## config.mk

```make
export PLATFORM = sky130hd
export DESIGN_NAME = dram_refresh_sched
export DESIGN_NICKNAME = d
export VERILOG_FILES = /design/src/rtl/rfs_pkg.sv /design/src/rtl/rfs_cbr_gen.sv /design/src/rtl/rfs_interval_tick.sv /design/src/rtl/rfs_pending.sv /design/src/rtl/rfs_phase_ctl.sv /design/src/rtl/dram_refresh_sched.sv
export SDC_FILE = /design/constraint.sdc
export NUM_CORES = 1
export LEC_CHECK = 0
export ABC_AREA = 1
export BUFFER_PORTS_ARGS = -buffer_cell sky130_fd_sc_hd__buf_2
export CAP_MARGIN = 5
export CORE_MARGIN = 1.5
export CORE_UTILIZATION = 53
export CTS_BUF_LIST = sky130_fd_sc_hd__clkbuf_4 sky130_fd_sc_hd__clkbuf_8 sky130_fd_sc_hd__clkbuf_16
export DETAILED_ROUTE_END_ITERATION = 10
export GPL_TIMING_DRIVEN = 1
export HOLD_SLACK_MARGIN = 0.05
export PLACE_DENSITY = 0.72
export SETUP_SLACK_MARGIN = 0.15
export SYNTH_ARGS = -nofsm -noshare
export SYNTH_HDL_FRONTEND = slang
export SYNTH_SLANG_ARGS = --single-unit
export TNS_END_PERCENT = 20
```

## constraint.sdc

```tcl
create_clock -name clk -period 2.1 [get_ports clk]
set_clock_uncertainty 0.2 [all_clocks]
set_input_delay 0.21 -clock clk [delete_from_list [all_inputs] [get_ports clk]]
set_output_delay 0.21 -clock clk [all_outputs]
set_load 0.01 [all_outputs]
```

## src/rtl/rfs_pkg.sv

```systemverilog
package rfs_pkg;
   typedef enum logic [1:0] {PH_PAUSE, PH_INIT, PH_READY} phase_e;
   typedef enum logic [1:0] {CG_IDLE, CG_SETUP, CG_ACT, CG_PRE} cg_state_e;
endpackage

```

## src/rtl/rfs_cbr_gen.sv

```systemverilog
// Generates one CAS-before-RAS cycle per start pulse.
module rfs_cbr_gen
   import rfs_pkg::*;
#(
   parameter int CSR_CYC     = 1,
   parameter int RAS_LOW_CYC = 5,
   parameter int CHR_CYC     = 1,
   parameter int PRE_CYC     = 3
) (
   input  logic clk,
   input  logic rst_n,
   input  logic start,
   output logic busy,
   output logic done,
   output logic ras_act,
   output logic cas_act
);
   localparam int SPAN_A = (CSR_CYC > RAS_LOW_CYC) ? CSR_CYC : RAS_LOW_CYC;
   localparam int SPAN   = (SPAN_A > PRE_CYC) ? SPAN_A : PRE_CYC;
   localparam int CW     = $clog2(SPAN + 1);
   localparam logic [CW-1:0] SETUP_LAST = CW'(CSR_CYC - 1);
   localparam logic [CW-1:0] ACT_LAST   = CW'(RAS_LOW_CYC - 1);
   localparam logic [CW-1:0] PRE_LAST   = CW'(PRE_CYC - 1);
   localparam logic [CW-1:0] HOLD_END   = CW'(CHR_CYC);

   cg_state_e       state_q, state_d;
   logic [CW-1:0]   cnt_q, cnt_d;

   always_comb begin
      state_d = state_q;
      cnt_d   = cnt_q + CW'(1);
      unique case (state_q)
         CG_IDLE: begin
            cnt_d = '0;
            if (start) state_d = CG_SETUP;
         end
         CG_SETUP: begin
            if (cnt_q == SETUP_LAST) begin
               state_d = CG_ACT;
               cnt_d   = '0;
            end
         end
         CG_ACT: begin
            if (cnt_q == ACT_LAST) begin
               state_d = CG_PRE;
               cnt_d   = '0;
            end
         end
         CG_PRE: begin
            if (cnt_q == PRE_LAST) begin
               state_d = CG_IDLE;
               cnt_d   = '0;
            end
         end
         default: begin
            state_d = CG_IDLE;
            cnt_d   = '0;
         end
      endcase
   end

   always_ff @(posedge clk or negedge rst_n) begin
      if (!rst_n) begin
         state_q <= CG_IDLE;
         cnt_q   <= '0;
      end else begin
         state_q <= state_d;
         cnt_q   <= cnt_d;
      end
   end

   assign busy    = (state_q != CG_IDLE);
   assign done    = (state_q == CG_PRE) && (cnt_q == PRE_LAST);
   assign ras_act = (state_q == CG_ACT);
   assign cas_act = (state_q == CG_SETUP) || ((state_q == CG_ACT) && (cnt_q < HOLD_END));

   // CAS already low on the cycle before RAS becomes active
   a_r4_cas_leads_ras: assert property (@(posedge clk) disable iff (!rst_n)
      $rose(ras_act) |-> (cas_act && $past(cas_act)));
   // CAS released before RAS ends
   a_r4_cas_off_first: assert property (@(posedge clk) disable iff (!rst_n)
      $fell(ras_act) |-> !cas_act);
   // a new cycle is only launched from idle
   a_r5_start_idle: assert property (@(posedge clk) disable iff (!rst_n)
      start |-> !busy);
endmodule

```

## src/rtl/rfs_interval_tick.sv

```systemverilog
// Free-running interval timer, held at zero while disabled.
module rfs_interval_tick #(
   parameter int REF_INTERVAL_CYC = 1560
) (
   input  logic clk,
   input  logic rst_n,
   input  logic en,
   output logic tick
);
   localparam int IW = $clog2(REF_INTERVAL_CYC + 1);
   localparam logic [IW-1:0] LAST = IW'(REF_INTERVAL_CYC - 1);

   logic [IW-1:0] cnt_q;

   always_ff @(posedge clk or negedge rst_n) begin
      if (!rst_n)            cnt_q <= '0;
      else if (!en)          cnt_q <= '0;
      else if (cnt_q == LAST) cnt_q <= '0;
      else                   cnt_q <= cnt_q + IW'(1);
   end

   assign tick = en && (cnt_q == LAST);

   // interval expiries are never adjacent
   a_r7_tick_spacing: assert property (@(posedge clk) disable iff (!rst_n)
      tick |=> !tick);
endmodule

```

## src/rtl/rfs_pending.sv

```systemverilog
// Owed-refresh counter with cap, sticky overflow and request policy.
module rfs_pending #(
   parameter int PEND_MAX   = 8,
   parameter int BURST_MODE = 0,
   parameter int BURST_LEN  = 4
) (
   input  logic clk,
   input  logic rst_n,
   input  logic inc,
   input  logic dec,
   input  logic clr,
   output logic want,
   output logic empty,
   output logic ovf
);
   localparam int PW = $clog2(PEND_MAX + 1);
   localparam logic [PW-1:0] CAP = PW'(PEND_MAX);

   logic [PW-1:0] pend_q;
   logic          ovf_q;

   always_ff @(posedge clk or negedge rst_n) begin
      if (!rst_n) begin
         pend_q <= '0;
         ovf_q  <= 1'b0;
      end else if (clr) begin
         pend_q <= '0;
      end else begin
         unique case ({inc, dec})
            2'b10: begin
               if (pend_q == CAP) ovf_q  <= 1'b1;
               else               pend_q <= pend_q + PW'(1);
            end
            2'b01: begin
               if (pend_q != '0) pend_q <= pend_q - PW'(1);
            end
            default: ;
         endcase
      end
   end

   generate
      if (BURST_MODE != 0) begin : g_grouped
         localparam logic [PW-1:0] THRESH = PW'(BURST_LEN);
         logic drain_q;
         always_ff @(posedge clk or negedge rst_n) begin
            if (!rst_n)   drain_q <= 1'b0;
            else if (clr) drain_q <= 1'b0;
            else          drain_q <= (pend_q >= THRESH) || (drain_q && (pend_q != '0));
         end
         assign want = (drain_q && (pend_q != '0)) || (pend_q >= THRESH);
      end else begin : g_spread
         assign want = (pend_q != '0);
      end
   endgenerate

   assign empty = (pend_q == '0);
   assign ovf   = ovf_q;

   a_r10_cap: assert property (@(posedge clk) disable iff (!rst_n)
      pend_q <= CAP);
   a_r10_ovf_sticky: assert property (@(posedge clk) disable iff (!rst_n)
      ovf_q |=> ovf_q);
   a_r10_ovf_cause: assert property (@(posedge clk) disable iff (!rst_n)
      $rose(ovf_q) |-> ($past(inc) && ($past(pend_q) == CAP)));
endmodule

```

## src/rtl/rfs_phase_ctl.sv

```systemverilog
// Start-up pause, initialization burst and idle watch.
module rfs_phase_ctl
   import rfs_pkg::*;
#(
   parameter int PAUSE_CYC      = 20000,
   parameter int INIT_CYCLES    = 8,
   parameter int IDLE_LIMIT_CYC = 800000
) (
   input  logic   clk,
   input  logic   rst_n,
   input  logic   cyc_start,
   input  logic   cyc_done,
   output phase_e phase,
   output logic   reinit
);
   localparam int AW = $clog2(PAUSE_CYC + 1);
   localparam int NW = $clog2(INIT_CYCLES + 1);
   localparam int DW = $clog2(IDLE_LIMIT_CYC + 1);
   localparam logic [AW-1:0] PAUSE_LAST = AW'(PAUSE_CYC - 1);
   localparam logic [NW-1:0] INIT_LAST  = NW'(INIT_CYCLES - 1);
   localparam logic [DW-1:0] IDLE_LAST  = DW'(IDLE_LIMIT_CYC - 1);

   phase_e        phase_q;
   logic [AW-1:0] pause_q;
   logic [NW-1:0] init_q;
   logic [DW-1:0] idle_q;

   assign reinit = (phase_q == PH_READY) && !cyc_done && (idle_q == IDLE_LAST);

   always_ff @(posedge clk or negedge rst_n) begin
      if (!rst_n) begin
         phase_q <= PH_PAUSE;
         pause_q <= '0;
         init_q  <= '0;
         idle_q  <= '0;
      end else begin
         unique case (phase_q)
            PH_PAUSE: begin
               if (pause_q == PAUSE_LAST) phase_q <= PH_INIT;
               else                       pause_q <= pause_q + AW'(1);
            end
            PH_INIT: begin
               idle_q <= '0;
               if (cyc_done) begin
                  if (init_q == INIT_LAST) begin
                     phase_q <= PH_READY;
                     init_q  <= '0;
                  end else begin
                     init_q <= init_q + NW'(1);
                  end
               end
            end
            PH_READY: begin
               if (cyc_done)    idle_q <= '0;
               else if (reinit) begin
                  idle_q  <= '0;
                  phase_q <= PH_INIT;
               end else         idle_q <= idle_q + DW'(1);
            end
            default: phase_q <= PH_PAUSE;
         endcase
      end
   end

   assign phase = phase_q;

   // nothing is launched during the pause
   a_r2_pause_quiet: assert property (@(posedge clk) disable iff (!rst_n)
      (phase_q == PH_PAUSE) |-> !cyc_start);
   // ready is only entered on a completed init cycle
   a_r3_ready_after_cycle: assert property (@(posedge clk) disable iff (!rst_n)
      ((phase_q == PH_READY) && ($past(phase_q) == PH_INIT)) |-> $past(cyc_done));
   // an idle timeout leads back to initialization, never to the pause
   a_r12_no_second_pause: assert property (@(posedge clk) disable iff (!rst_n)
      ($past(phase_q) != PH_PAUSE) |-> (phase_q != PH_PAUSE));
endmodule

```

## src/rtl/dram_refresh_sched.sv

```systemverilog
module dram_refresh_sched
   import rfs_pkg::*;
#(
   parameter int PAUSE_CYC        = 20000,
   parameter int INIT_CYCLES      = 8,
   parameter int REF_INTERVAL_CYC = 1560,
   parameter int IDLE_LIMIT_CYC   = 800000,
   parameter int CSR_CYC          = 1,
   parameter int RAS_LOW_CYC      = 5,
   parameter int CHR_CYC          = 1,
   parameter int PRE_CYC          = 3,
   parameter int PEND_MAX         = 8,
   parameter int BURST_MODE       = 0,
   parameter int BURST_LEN        = 4
) (
   input  logic clk,
   input  logic rst_n,
   output logic ref_req,
   input  logic ref_gnt,
   output logic ras_n,
   output logic cas_lo_n,
   output logic cas_hi_n,
   output logic we_n,
   output logic init_done,
   output logic pend_ovf
);
   localparam int CYC_LEN = CSR_CYC + RAS_LOW_CYC + PRE_CYC + 1;

   generate
      if (CSR_CYC < 1 || CHR_CYC < 1 || CHR_CYC >= RAS_LOW_CYC || PRE_CYC < 1) begin : g_bad_strobe
         $error("strobe timing parameters out of range");
      end
      if (INIT_CYCLES < 1 || PAUSE_CYC < 1 || REF_INTERVAL_CYC <= CYC_LEN) begin : g_bad_seq
         $error("sequence parameters out of range");
      end
      if (BURST_MODE != 0 && (BURST_LEN < 1 || BURST_LEN > PEND_MAX)) begin : g_bad_burst
         $error("BURST_LEN must lie in 1..PEND_MAX");
      end
      if (IDLE_LIMIT_CYC <= REF_INTERVAL_CYC) begin : g_bad_idle
         $error("IDLE_LIMIT_CYC must exceed REF_INTERVAL_CYC");
      end
   endgenerate

   phase_e phase;
   logic   reinit, tick, want, pend_empty;
   logic   busy, done, ras_act, cas_act, start;
   logic   in_init, in_ready;

   assign in_init  = (phase == PH_INIT);
   assign in_ready = (phase == PH_READY);
   assign start    = ref_gnt && !busy && (in_init || (in_ready && want && !reinit));

   rfs_phase_ctl #(
      .PAUSE_CYC      (PAUSE_CYC),
      .INIT_CYCLES    (INIT_CYCLES),
      .IDLE_LIMIT_CYC (IDLE_LIMIT_CYC)
   ) u_phase (
      .clk       (clk),
      .rst_n     (rst_n),
      .cyc_start (start),
      .cyc_done  (done),
      .phase     (phase),
      .reinit    (reinit)
   );

   rfs_interval_tick #(
      .REF_INTERVAL_CYC (REF_INTERVAL_CYC)
   ) u_tick (
      .clk   (clk),
      .rst_n (rst_n),
      .en    (in_ready),
      .tick  (tick)
   );

   rfs_pending #(
      .PEND_MAX   (PEND_MAX),
      .BURST_MODE (BURST_MODE),
      .BURST_LEN  (BURST_LEN)
   ) u_pend (
      .clk   (clk),
      .rst_n (rst_n),
      .inc   (tick),
      .dec   (done && in_ready),
      .clr   (reinit),
      .want  (want),
      .empty (pend_empty),
      .ovf   (pend_ovf)
   );

   rfs_cbr_gen #(
      .CSR_CYC     (CSR_CYC),
      .RAS_LOW_CYC (RAS_LOW_CYC),
      .CHR_CYC     (CHR_CYC),
      .PRE_CYC     (PRE_CYC)
   ) u_gen (
      .clk     (clk),
      .rst_n   (rst_n),
      .start   (start),
      .busy    (busy),
      .done    (done),
      .ras_act (ras_act),
      .cas_act (cas_act)
   );

   assign ref_req   = busy || in_init || (in_ready && want);
   assign ras_n     = !(ras_act && ref_gnt);
   assign cas_lo_n  = !(cas_act && ref_gnt);
   assign cas_hi_n  = !(cas_act && ref_gnt);
   assign we_n      = 1'b1;
   assign init_done = in_ready;

   // the request is only withdrawn once nothing is owed
   a_r9_req_until_drained: assert property (@(posedge clk) disable iff (!rst_n)
      $fell(ref_req) |-> pend_empty);
   // leaving ready clears the owed count
   a_r12_clear_on_reinit: assert property (@(posedge clk) disable iff (!rst_n)
      $fell(init_done) |-> pend_empty);
   // init_done never rises while a refresh cycle is still open
   a_r3_ready_idle_gen: assert property (@(posedge clk) disable iff (!rst_n)
      $rose(init_done) |-> !ras_act);
endmodule

```

==> flow_metrics.env <==
export IMPL_outcome="finished clean"
export IMPL_grt_ovfl_total=0
export IMPL_number_of_antenna_violations_at_the_first_check_in_global_routing=0
export IMPL_areaGrowthSynthToFinish_pct=24.7
export IMPL_p_total_uw=2260
export IMPL_drt_vias_per_instance=5.32
export IMPL_dp_final_hpwl_microns=5900
export IMPL_synth_compound_area_share_pct=6.37
export IMPL_drive_gt1_share_pct=22.8
export IMPL_leading_post_synthesis_cells_by_instance_count="136 x sky130_fd_sc_hd__nand2_1, 67 x sky130_fd_sc_hd__nor2_1, 65 x sky130_fd_sc_hd__inv_1"
export IMPL_placedInstanceArea_sq_um=4060
export IMPL_layout_core_utilization_pct=68.8
export IMPL_antennaDiodeCount=0
export IMPL_setup_violations_final=0
export IMPL_synth_yosys_seq_area_share_pct=40.9
export IMPL_synth_top_family_by_area="simple AND/OR/NAND/NOR gates"
export IMPL_synth_main_ff_cell="sky130_fd_sc_hd__dfrtp_1"
export IMPL_groute_usage_overall_pct=24.4
export IMPL_grt_pass1_wl_microns=14500
export IMPL_total_of_max_cap_violations=0
export IMPL_maxClockFrequency_mhz=504
export IMPL_startpoint="u_gen.state_q[0]$_DFFE_PN0P_"
export IMPL_critical_path_startpoint_type="register"
export IMPL_multiplexer_share_of_the_synthesized_area_pct=0
export IMPL_maximum_number_of_pins_on_one_net_before_global_route_repair=63
export IMPL_cts_root_buf="sky130_fd_sc_hd__clkbuf_8"
export IMPL_synth_ff_latch_count=62
export IMPL_clock_tree_htree_level_count=3
export IMPL_first_global_vias=3324
export IMPL_fin_area_sq_um=4730
export IMPL_post_synth_and_or_nand_nor_area_fraction_pct=34.7
export IMPL_total_leakage_power_uw=0.00227
export IMPL_timing_hold_worst_class="input port to async pin"
export IMPL_dr_pass1_iters=5
export IMPL_nFillCells=547
export IMPL_die_height_microns=87.6
export IMPL_crit_reg2reg_launch="u_tick.cnt_q[0]$_DFF_PN0_"
export IMPL_ys_warn_count=0
export IMPL_rows=30
export IMPL_clock_latency_ps=360
export IMPL_syn_mean_instance_area_sq_um=7.40
export IMPL_cts_inserted_buffers=9
export IMPL_crit_reg2reg_capture="u_pend.pend_q[2]$_DFFE_PN0P_"
export IMPL_final_hold_violation_count=0
export IMPL_critical_path_slowest_cell="sky130_fd_sc_hd__dfrtp_1"
export IMPL_detailedPlace_worstSlack_ps=40.4
export IMPL_layout_setup_ws_ps=117
export IMPL_clkTransAtPathRegs_ps=70
export IMPL_wl_per_cell_microns=13.5
export IMPL_route_vias_total=3568
export IMPL_ir_worst_vdd_v=0.000345
export IMPL_route_antenna_remaining_nets=0
export IMPL_endpoint_kind="primary output"
export IMPL_cts_sink_count=62
export IMPL_synth_async_reset_ratio_pct=100
export IMPL_cts_max_path_buffers=2
export IMPL_rsz0062_at_grt="true"
export IMPL_yosysTopAreaCellShare_pct=40.9
export IMPL_initial_core_util_pct=55.2
export IMPL_synth_largest_area_cell="sky130_fd_sc_hd__dfrtp_1"
export IMPL_setup_tns_ps=0
export IMPL_r2r_setup_slack_ps=150
export IMPL_setup_crit_end="ref_req"
export IMPL_horizontal_die_dimension_microns=87.6
export IMPL_routed_wirelength_microns=9050
export IMPL_final_min_clock_period_ps=1980
export IMPL_synth_cell_area_sq_um=3790
export IMPL_syn_num_nets=531
export IMPL_cpPeakStageDelay_ps=430
export IMPL_data_arrival_at_the_endpoint_of_the_critical_path_ps=1570
export IMPL_nNetsFinal=589
export IMPL_design_core_area_sq_um=6870
export IMPL_yosysMostFrequentCell="sky130_fd_sc_hd__nand2_1"
export IMPL_synth_top_cells_by_area="sky130_fd_sc_hd__dfrtp_1 41%, sky130_fd_sc_hd__nand2_1 13%, sky130_fd_sc_hd__nor2_1 6.6%"
export IMPL_synth_fa_ha_area_share_pct=5.28
export IMPL_place_congestion=0.921
export IMPL_synth_enable_flop_cells=0
export IMPL_critical_path_class="register to primary output"
export IMPL_reg2reg_depth=15
export IMPL_synthDistinctLibCells=40
export IMPL_cts_tree="done"
export IMPL_power_density_cell_area_nw_per_um2=478
export IMPL_io_pin_count=10
export IMPL_cp_required_ps=1690
export IMPL_worstPathCellList="inv_2 > ha_4 > inv_4 > nor2_4 > a21boi_4 > inv_1 > buf_2"
export IMPL_dieArea_sq_um=7670
export IMPL_worst_path_max_fanout=4
export IMPL_min_period_over_period_pct=94.4
export IMPL_post_synthesis_share_of_cell_area_spent_on_xor_and_xnor_gates_pct=4.85
export IMPL_port_buffer_count=8
export IMPL_drc=0
export IMPL_synth_cells=512
export IMPL_slew_violations=0
export IMPL_dr_first_iter_drc_count=216
## flip-flops by register name, indices dropped and copies added, names as in the netlist
name / count
u_phase.idle_q: 20
u_phase.pause_q: 15
u_tick.cnt_q: 11
u_pend.pend_q: 4
u_phase.init_q: 4
u_gen.cnt_q: 3
u_gen.state_q: 2
u_phase.phase: 2
u_pend.ovf: 1
## metal layers
metal | GRT usage [%] | vias to the layer above | wire [microns]
met5 | 0 | - | 0
met4 | 10.4 | 0 | 238
met3 | 5.47 | 28 | 375
met2 | 41.3 | 95 | 4550
met1 | 30.1 | 1691 | 3880
li1 | - | 1754 | -
## worst min-delay path by stage
stage	cells after the start	start	end	slack, ps
5_1_grt	3	rst_n	u_tick.cnt_q[8]$_DFF_PN0_	250
3_3_place_gp	2	rst_n	u_tick.cnt_q[4]$_DFF_PN0_	50
4_1_cts	5	ref_gnt	u_gen.state_q[1]$_DFFE_PN0P_	110
6_report	3	rst_n	u_tick.cnt_q[4]$_DFF_PN0_	190
2_1_floorplan	0	rst_n	u_gen.cnt_q[0]$_DFF_PN0_	-290
3_5_place_dp	2	rst_n	u_tick.cnt_q[4]$_DFF_PN0_	50
## power breakdown
part           switching [uW]  internal (uW)  leakage, uW
logic                    25.2           6.80      0.00133
registers                   0           1190     0.000849
clock network             496            538    0.0000948
## repair_timing
| item | CTS | global route |
|---|---|---|
| setup endpoints to repair | 11 | 41 |
| hold endpoints to repair | 62 | 0 |
| gates resized for setup | 21 | 43 |
| pin swaps | 6 | 28 |
| hold buffers | 1 | 0 |
| setup buffers | 12 | 19 |
## cells in the final DEF, fill, tap and decap left out, drive strengths merged, types with 2 or more instances in the layout
master / netlist / routed
a21boi: 2 / 2
a21oi: 13 / 13
buf: 3 / 50
clkbuf: 1 / 9
clkinv: 1 / 4
clkinvlp: 0 / 2
dfrtp: 62 / 62
ha: 16 / 16
inv: 71 / 72
nand2: 138 / 138
nand3: 45 / 45
nand4: 16 / 16
nor2: 69 / 69
nor3: 22 / 22
o21a: 2 / 2
o21ai: 19 / 19
o21bai: 2 / 2
xnor2: 5 / 5
xor2: 16 / 16
## logic make-up (layout without fill, tap and decap cells)
kind of cell / count (synthesis) / count (layout)
other cells: 1 / 1
buf+inv: 76 / 139
flops: 62 / 62
xor+xnor: 21 / 21
simple gates: 294 / 294
fa+ha+maj: 16 / 16
compound gates: 42 / 42
## critical path, delay by kind of cell (launching register included)
family / cells / cell delay, ps
AOI/OAI and AO/OA: 1 / 180
adders and majority gates: 1 / 160
and+or+nand+nor: 1 / 100
buffers and inverters: 4 / 360
DFF: 1 / 430
## cell type report
cell class	instances	area, sq um	share of cell area [%]
Inverter	72	280	5.93
Multi-Input combinational cell	374	2190	46.4
Clock buffer	9	124	2.62
Sequential cell	62	1550	32.9
Tap cell	96	120	2.54
Timing Repair Buffer	51	390	8.26
Clock inverter	7	65.1	1.38
## through the flow
stage,cells,hold WS [ps]
global placement,623,46.6
floorplan,512,-286
finish,671,185
detailed placement,623,47.6
global route,671,251
CTS,652,109
Note: power is estimated with default switching activity, not from simulation.
